==> config.mk <==
export PLATFORM = sky130hd
export DESIGN_NAME = period_tuner
export DESIGN_NICKNAME = d
export VERILOG_FILES = /design/src/rtl/tuner_pkg.sv /design/src/rtl/epoch_accum.sv /design/src/rtl/phase_detect.sv /design/src/rtl/explore_ctrl.sv /design/src/rtl/period_tuner.sv
export SDC_FILE = /design/constraint.sdc
export NUM_CORES = 2
export LEC_CHECK = 0
export ABC_AREA = 1
export BUFFER_PORTS_ARGS = -buffer_cell sky130_fd_sc_hd__buf_2
export CORE_ASPECT_RATIO = 1.4
export CORE_MARGIN = 10
export CORE_UTILIZATION = 55
export CTS_CLUSTER_SIZE = 25
export DETAILED_ROUTE_END_ITERATION = 12
export GPL_TIMING_DRIVEN = 0
export PLACE_DENSITY = 0.71
export SYNTH_ARGS = -nofsm -noshare
export SYNTH_HDL_FRONTEND = slang
export SYNTH_SLANG_ARGS = --single-unit
==> constraint.sdc <==
create_clock -name clk_i -period 16.95 [get_ports clk_i]
set_input_delay 2.5425 -clock clk_i [delete_from_list [all_inputs] [get_ports clk_i]]
set_output_delay 2.5425 -clock clk_i [all_outputs]
set_load 0.01 [all_outputs]
==> src/rtl/tuner_pkg.sv <==
package tuner_pkg;
  localparam int NUM_CAND  = 5;
  localparam int CIDX_W    = 3;
  localparam int PER_W     = 10;
  localparam int RATE_MUL  = 20;  // 1/0.05
  localparam int RESET_IDX = 3;   // 500 cycles

  typedef enum logic {MODE_TRACK, MODE_EXPLORE} mode_e;

  function automatic logic [PER_W-1:0] cand_period(input logic [CIDX_W-1:0] idx);
    case (idx)
      3'd0:    cand_period = PER_W'(10);
      3'd1:    cand_period = PER_W'(50);
      3'd2:    cand_period = PER_W'(100);
      3'd3:    cand_period = PER_W'(500);
      default: cand_period = PER_W'(1000);
    endcase
  endfunction
endpackage

==> src/rtl/epoch_accum.sv <==
module epoch_accum #(
  parameter int unsigned EPOCH_LEN = 10000,
  parameter int unsigned LAT_W     = 8,
  parameter int unsigned CNT_W     = 14,
  parameter int unsigned SUM_W     = 22
) (
  input  logic             clk_i,
  input  logic             rst_ni,
  input  logic             op_done_i,
  input  logic [LAT_W-1:0] op_lat_i,
  input  logic             l1_acc_i,
  input  logic             l1_hit_i,
  output logic             snap_vld_o,
  output logic [SUM_W-1:0] snap_sum_o,
  output logic [CNT_W-1:0] snap_ops_o,
  output logic [CNT_W-1:0] snap_acc_o,
  output logic [CNT_W-1:0] snap_hit_o
);
  logic [CNT_W-1:0] ep_cnt_q, ops_q, acc_q, hit_q;
  logic [SUM_W-1:0] sum_q;
  logic [CNT_W-1:0] ops_n, acc_n, hit_n;
  logic [SUM_W-1:0] sum_n;
  logic             ep_last;

  assign ep_last = (ep_cnt_q == CNT_W'(EPOCH_LEN - 1));

  always_comb begin
    sum_n = sum_q + (op_done_i ? SUM_W'(op_lat_i) : '0);
    ops_n = ops_q + CNT_W'(op_done_i);
    acc_n = acc_q + CNT_W'(l1_acc_i);
    hit_n = hit_q + CNT_W'(l1_acc_i & l1_hit_i);
  end

  always_ff @(posedge clk_i or negedge rst_ni) begin
    if (!rst_ni) begin
      ep_cnt_q   <= '0;
      sum_q      <= '0;
      ops_q      <= '0;
      acc_q      <= '0;
      hit_q      <= '0;
      snap_vld_o <= 1'b0;
      snap_sum_o <= '0;
      snap_ops_o <= '0;
      snap_acc_o <= '0;
      snap_hit_o <= '0;
    end else begin
      snap_vld_o <= ep_last;
      if (ep_last) begin
        ep_cnt_q   <= '0;
        snap_sum_o <= sum_n;
        snap_ops_o <= ops_n;
        snap_acc_o <= acc_n;
        snap_hit_o <= hit_n;
        sum_q      <= '0;
        ops_q      <= '0;
        acc_q      <= '0;
        hit_q      <= '0;
      end else begin
        ep_cnt_q <= ep_cnt_q + CNT_W'(1);
        sum_q    <= sum_n;
        ops_q    <= ops_n;
        acc_q    <= acc_n;
        hit_q    <= hit_n;
      end
    end
  end

  a_r1_cnt_in_range: assert property (@(posedge clk_i) disable iff (!rst_ni)
    ep_cnt_q < CNT_W'(EPOCH_LEN));
  a_r1_snap_follows_last: assert property (@(posedge clk_i) disable iff (!rst_ni)
    ep_last |=> snap_vld_o);
  a_r1_snap_single: assert property (@(posedge clk_i) disable iff (!rst_ni)
    snap_vld_o |=> !snap_vld_o || (EPOCH_LEN == 1));
  a_r6_hits_bounded: assert property (@(posedge clk_i) disable iff (!rst_ni)
    snap_vld_o |-> (snap_hit_o <= snap_acc_o));
endmodule

==> src/rtl/phase_detect.sv <==
module phase_detect #(
  parameter int unsigned CNT_W = 14,
  parameter int unsigned SUM_W = 22
) (
  input  logic [SUM_W-1:0] cur_sum_i,
  input  logic [CNT_W-1:0] cur_ops_i,
  input  logic [SUM_W-1:0] ref_sum_i,
  input  logic [CNT_W-1:0] ref_ops_i,
  output logic             change_o
);
  import tuner_pkg::*;
  localparam int unsigned PROD_W = SUM_W + CNT_W;
  localparam int unsigned SCL_W  = PROD_W + 5;

  logic [PROD_W-1:0] cur_norm, ref_norm, diff;
  logic [SCL_W-1:0]  diff_scaled;

  always_comb begin
    cur_norm    = PROD_W'(cur_sum_i) * PROD_W'(ref_ops_i);
    ref_norm    = PROD_W'(ref_sum_i) * PROD_W'(cur_ops_i);
    diff        = (cur_norm > ref_norm) ? (cur_norm - ref_norm) : (ref_norm - cur_norm);
    diff_scaled = SCL_W'(diff) * SCL_W'(RATE_MUL);
    change_o    = (cur_ops_i != '0) && (ref_ops_i != '0) && (diff_scaled > SCL_W'(ref_norm));
  end
endmodule

==> src/rtl/explore_ctrl.sv <==
module explore_ctrl #(
  parameter int unsigned CNT_W = 14,
  parameter int unsigned SUM_W = 22
) (
  input  logic                        clk_i,
  input  logic                        rst_ni,
  input  logic                        snap_vld_i,
  input  logic [SUM_W-1:0]            snap_sum_i,
  input  logic [CNT_W-1:0]            snap_ops_i,
  input  logic [CNT_W-1:0]            snap_acc_i,
  input  logic [CNT_W-1:0]            snap_hit_i,
  input  logic                        change_i,
  output logic [SUM_W-1:0]            ref_sum_o,
  output logic [CNT_W-1:0]            ref_ops_o,
  output logic [tuner_pkg::PER_W-1:0] period_o,
  output logic                        explore_o
);
  import tuner_pkg::*;
  localparam int unsigned MUL_W = 2 * CNT_W;
  localparam logic [CIDX_W-1:0] LAST_IDX = CIDX_W'(NUM_CAND - 1);

  mode_e             mode_q;
  logic              ref_vld_q;
  logic [CIDX_W-1:0] idx_q, best_idx_q;
  logic [CNT_W-1:0]  best_hit_q, best_acc_q;
  logic [PER_W-1:0]  period_q;
  logic              better;
  logic [CIDX_W-1:0] win_idx;

  // strict compare keeps the earlier candidate on a tie
  always_comb begin
    if (idx_q == '0)
      better = 1'b1;
    else if (best_acc_q == '0)
      better = (snap_hit_i != '0);
    else
      better = (MUL_W'(snap_hit_i) * MUL_W'(best_acc_q)) >
               (MUL_W'(best_hit_q) * MUL_W'(snap_acc_i));
    win_idx = better ? idx_q : best_idx_q;
  end

  always_ff @(posedge clk_i or negedge rst_ni) begin
    if (!rst_ni) begin
      mode_q     <= MODE_TRACK;
      ref_vld_q  <= 1'b0;
      ref_sum_o  <= '0;
      ref_ops_o  <= '0;
      idx_q      <= '0;
      best_idx_q <= '0;
      best_hit_q <= '0;
      best_acc_q <= '0;
      period_q   <= cand_period(CIDX_W'(RESET_IDX));
    end else if (snap_vld_i) begin
      if (mode_q == MODE_TRACK) begin
        ref_sum_o <= snap_sum_i;
        ref_ops_o <= snap_ops_i;
        ref_vld_q <= 1'b1;
        if (ref_vld_q && change_i) begin
          mode_q   <= MODE_EXPLORE;
          idx_q    <= '0;
          period_q <= cand_period('0);
        end
      end else begin
        if (better) begin
          best_idx_q <= idx_q;
          best_hit_q <= snap_hit_i;
          best_acc_q <= snap_acc_i;
        end
        if (idx_q == LAST_IDX) begin
          mode_q    <= MODE_TRACK;
          ref_vld_q <= 1'b0;
          period_q  <= cand_period(win_idx);
        end else begin
          idx_q    <= idx_q + CIDX_W'(1);
          period_q <= cand_period(idx_q + CIDX_W'(1));
        end
      end
    end
  end

  assign period_o  = period_q;
  assign explore_o = (mode_q == MODE_EXPLORE);

  a_r7_hold_between_epochs: assert property (@(posedge clk_i) disable iff (!rst_ni)
    !snap_vld_i |=> $stable(period_o) && $stable(explore_o));
  a_r5_enter_sweep: assert property (@(posedge clk_i) disable iff (!rst_ni)
    (snap_vld_i && !explore_o && ref_vld_q && change_i) |=>
      (explore_o && period_o == PER_W'(10)));
  a_r8_sweep_advances: assert property (@(posedge clk_i) disable iff (!rst_ni)
    (snap_vld_i && explore_o && idx_q != LAST_IDX) |=>
      (explore_o && idx_q == $past(idx_q) + CIDX_W'(1)));
  a_r7_sweep_ends: assert property (@(posedge clk_i) disable iff (!rst_ni)
    (snap_vld_i && explore_o && idx_q == LAST_IDX) |=> !explore_o);
  a_r9_reference_only: assert property (@(posedge clk_i) disable iff (!rst_ni)
    (snap_vld_i && !explore_o && !ref_vld_q) |=> !explore_o);
  a_r4_idle_epoch_quiet: assert property (@(posedge clk_i) disable iff (!rst_ni)
    (snap_vld_i && !explore_o && snap_ops_i == '0) |=> !explore_o);
endmodule

==> src/rtl/period_tuner.sv <==
module period_tuner #(
  parameter int unsigned EPOCH_LEN = 10000,
  parameter int unsigned LAT_W     = 8
) (
  input  logic                        clk_i,
  input  logic                        rst_ni,
  input  logic                        op_done_i,
  input  logic [LAT_W-1:0]            op_lat_i,
  input  logic                        l1_acc_i,
  input  logic                        l1_hit_i,
  output logic [tuner_pkg::PER_W-1:0] period_o,
  output logic                        explore_o
);
  localparam int unsigned CNT_W = $clog2(EPOCH_LEN + 1);
  localparam int unsigned SUM_W = CNT_W + LAT_W;

  logic             snap_vld;
  logic [SUM_W-1:0] snap_sum, ref_sum;
  logic [CNT_W-1:0] snap_ops, snap_acc, snap_hit, ref_ops;
  logic             change;

  epoch_accum #(.EPOCH_LEN(EPOCH_LEN), .LAT_W(LAT_W), .CNT_W(CNT_W), .SUM_W(SUM_W)) u_accum (
    .clk_i, .rst_ni, .op_done_i, .op_lat_i, .l1_acc_i, .l1_hit_i,
    .snap_vld_o(snap_vld), .snap_sum_o(snap_sum), .snap_ops_o(snap_ops),
    .snap_acc_o(snap_acc), .snap_hit_o(snap_hit)
  );

  phase_detect #(.CNT_W(CNT_W), .SUM_W(SUM_W)) u_detect (
    .cur_sum_i(snap_sum), .cur_ops_i(snap_ops),
    .ref_sum_i(ref_sum), .ref_ops_i(ref_ops), .change_o(change)
  );

  explore_ctrl #(.CNT_W(CNT_W), .SUM_W(SUM_W)) u_ctrl (
    .clk_i, .rst_ni, .snap_vld_i(snap_vld), .snap_sum_i(snap_sum),
    .snap_ops_i(snap_ops), .snap_acc_i(snap_acc), .snap_hit_i(snap_hit),
    .change_i(change), .ref_sum_o(ref_sum), .ref_ops_o(ref_ops),
    .period_o, .explore_o
  );
endmodule

==> results.tsv <==
metric	value	unit
Die X	278	um
Num CTS Buffers	22	
hold path cells	2	
Worst R2R End	u_ctrl.explore_o	
total wire length	151000	um
NumNets Final	8187	
slew margin rel.	0.237	
CTS Buffer Depth	3	
syn_area_per_cell	7.53	um^2
total congestion overflow	0	
RD Place Congestion	1.01	
root buf cell	clkbuf_16	
Final Hold Fails	0	
EDFF count, synth	0	
# hold bufs at CTS	0	
Worst path slowest cell	dfrtp_1	
Via Count	43049	
vias per cell	5.35	
I/O pin count	24	
Net Count, Synth	8140	
FF+latch count, synth	223	
Worst Hold Class	flop to flop	
Buf/Inv on CP	8	
setup TNS	0	ps
first-pass iteration count of the detailed router	6	
Die Y	381	um
Lkg Pwr	32.8	nW
commonest non-fill, non-tap cell in the layout	nand2_1	
Post-DP Area	52700	um^2
initial antenna violation count	1	
CP endpoint kind	flop	
fin area	53500	um^2
Syn Inst Count	6776	
RSZ-0062 raised after global routing	false	
Slew Limit Fails	0	
Seq/Total Area, Yosys	0.109	
Hold EP	u_ctrl.period_o[5]	
CP most frequent cell	nand2_1	
Starting Density	0.553	
Max Freq	63.3	MHz
CTS tree	done	
Die ar.	106000	um^2
Final period util	0.932	
Worst Path Required	17350	ps
crit path DAT	16200	ps
slowest cell delay on critical path	750	ps
DRT iter0 DRCs	2598	
commonest cells after routing, fill and taps aside	nand2_1, inv_1, fa_1, ha_1, a21oi_1	
MaxCap Viol Count	0	
DR WL/cell	18.8	um
detailed placement HPWL	129000	um
clk slew on worst S/H paths	70	ps
biggest regs	u_accum.snap_sum_o x22, u_accum.sum_q x22, u_ctrl.ref_sum_o x22	
crit-path max FO	10	
Core Footprint	92300	um^2
post-route minimum period	15800	ps
Yosys cell types	71	
port bufs	22	
Clock Latency Late Sink	520	ps
Synth Cell Area	51100	um^2
first-pass GRT wire length	239000	um
r2r worst-path depth	61	
fraction of layout cells with a size suffix above 1	0.0274	
gr usage total	0.286	
Layout area overhead	4.73	%
H-tree Lvls	1	
pin count of the biggest net entering global routing	121	
R2R Setup Slk	1150	ps
ys async rst share	1.00	
Top Family by Delay on Critical Path	adder cells	
top_reg_cell synth	dfrtp_1	
pwr dens	23.0	nW/um^2
Yosys warnings	0	
vias in the first global route	45716	
CTS sink cnt	223	
drc violations	0	
hold path start	u_ctrl.period_o[5]	
CP startpoint kind	flop	
Crit Path Class	flop to flop	
row cnt	132	
Setup Skew	11.8	ps
Setup Viol. Count Final	0	
Slew @ Worst Pin	1140	ps
Worst R2R Start	u_accum.snap_sum_o[5]	
status	complete, no violations	
antenna-violating nets left	0	
VDD IR max	0.0000653	V
[what timing repair did]
| item | 4_1_cts | 5_1_grt |
|---|---|---|
| buffers inserted | 0 | 1 |
| endpoints found under the setup margin | 0 | 12 |
| gates resized for setup | 0 | 15 |
[report_power, final]
group / total (mW) / leakage, nW / internal, mW / switching [mW]
Combinational: 0.147 / 29.8 / 0.0562 / 0.0907
Sequential: 0.598 / 2.65 / 0.573 / 0.0255
Clock: 0.485 / 0.350 / 0.283 / 0.202
[kinds of logic after synthesis]
family / count (synthesis) / synth area share
AND/OR/NAND/NOR: 2270 / 0.179
XOR/XNOR: 236 / 0.0408
multiplexers: 34 / 0.00740
AO/OA/AOI/OAI: 669 / 0.0735
buffers and inverters: 1992 / 0.147
other: 1 / 0.0000734
adder cells (fa/ha/maj): 1351 / 0.443
flip-flops: 223 / 0.109
[area by class of cell]
cell class	instances	area, um^2
flip-flops and latches	223	5590
multi-input cells	4561	38000
well taps	1206	1510
fillers	8774	38900
clock buffers	32	658
repair buffers	24	168
diodes	1	2.50
clock inverters	3	51.3
inverters	1745	6550
plain buffers	246	972
[cells in the mapped netlist, types with 26 or more instances]
cell | count | share of area
a21oi_1 | 279 | 0.027
clkbuf_1 | 235 | 0.017
dfrtp_1 | 218 | 0.11
fa_1 | 760 | 0.30
ha_1 | 591 | 0.14
inv_1 | 1730 | 0.13
mux2_2 | 30 | 0.0066
nand2_1 | 1752 | 0.13
nand3_1 | 107 | 0.010
nand4_1 | 39 | 0.0048
nor2_1 | 257 | 0.019
nor3_1 | 30 | 0.0029
o21ai_0 | 208 | 0.020
o21ai_1 | 26 | 0.0025
xnor2_1 | 97 | 0.017
xor2_1 | 137 | 0.024
[through the flow]
| step | power, mW | instances | setup slack, ps | utilization | hold WS, ps |
|---|---|---|---|---|---|
| 5_1_grt | 1.28 | 8040 | 1.27 | 0.579 | 484 |
| 4_1_cts | 1.24 | 8040 | 916 | 0.579 | 469 |
| 3_3_place_gp | 0.747 | 8004 | 950 | 0.571 | 449 |
| 3_5_place_dp | 0.755 | 8005 | 979 | 0.571 | 460 |
| 2_1_floorplan | 0.709 | 6776 | 5090 | - | 433 |
| 6_report | 1.23 | 8041 | 1150 | 0.579 | 463 |
[worst reg2reg max path: cells and delay by family (launching register included)]
| family | cells | cell delay (ps) |
|---|---|---|
| xor+xnor | 2 | 390 |
| buf+inv | 8 | 1380 |
| flops | 1 | 750 |
| simple gates | 21 | 3370 |
| compound gates | 19 | 4590 |
| fa+ha+maj | 11 | 5200 |
[how the worst max path moves through the flow]
stage / start / cells after the start / end / slack, ps
finish: u_accum.snap_sum_o[5] / 61 / u_ctrl.explore_o / 1150
global route: u_accum.snap_ops_o[3] / 69 / u_ctrl.idx_q[2] / 1
detailed placement: u_ctrl.ref_ops_o[4] / 70 / u_ctrl.explore_o / 980
CTS: u_ctrl.ref_ops_o[4] / 66 / u_ctrl.explore_o / 920
floorplan: u_accum.snap_ops_o[2] / 72 / u_ctrl.explore_o / 5090
global placement: u_ctrl.ref_ops_o[4] / 62 / u_ctrl.explore_o / 950
[metal layers]
layer / global-route usage / share of wire / vias to the layer above / wire length, um
met5: 0 / 0.000086 / - / 13
met4: 0.232 / 0.097 / 2 / 14700
met3: 0.0260 / 0.050 / 540 / 7500
met2: 0.528 / 0.51 / 1344 / 77700
met1: 0.290 / 0.34 / 20920 / 51400
li1: - / - / 20243 / -
(Power assumes the default switching activity.)
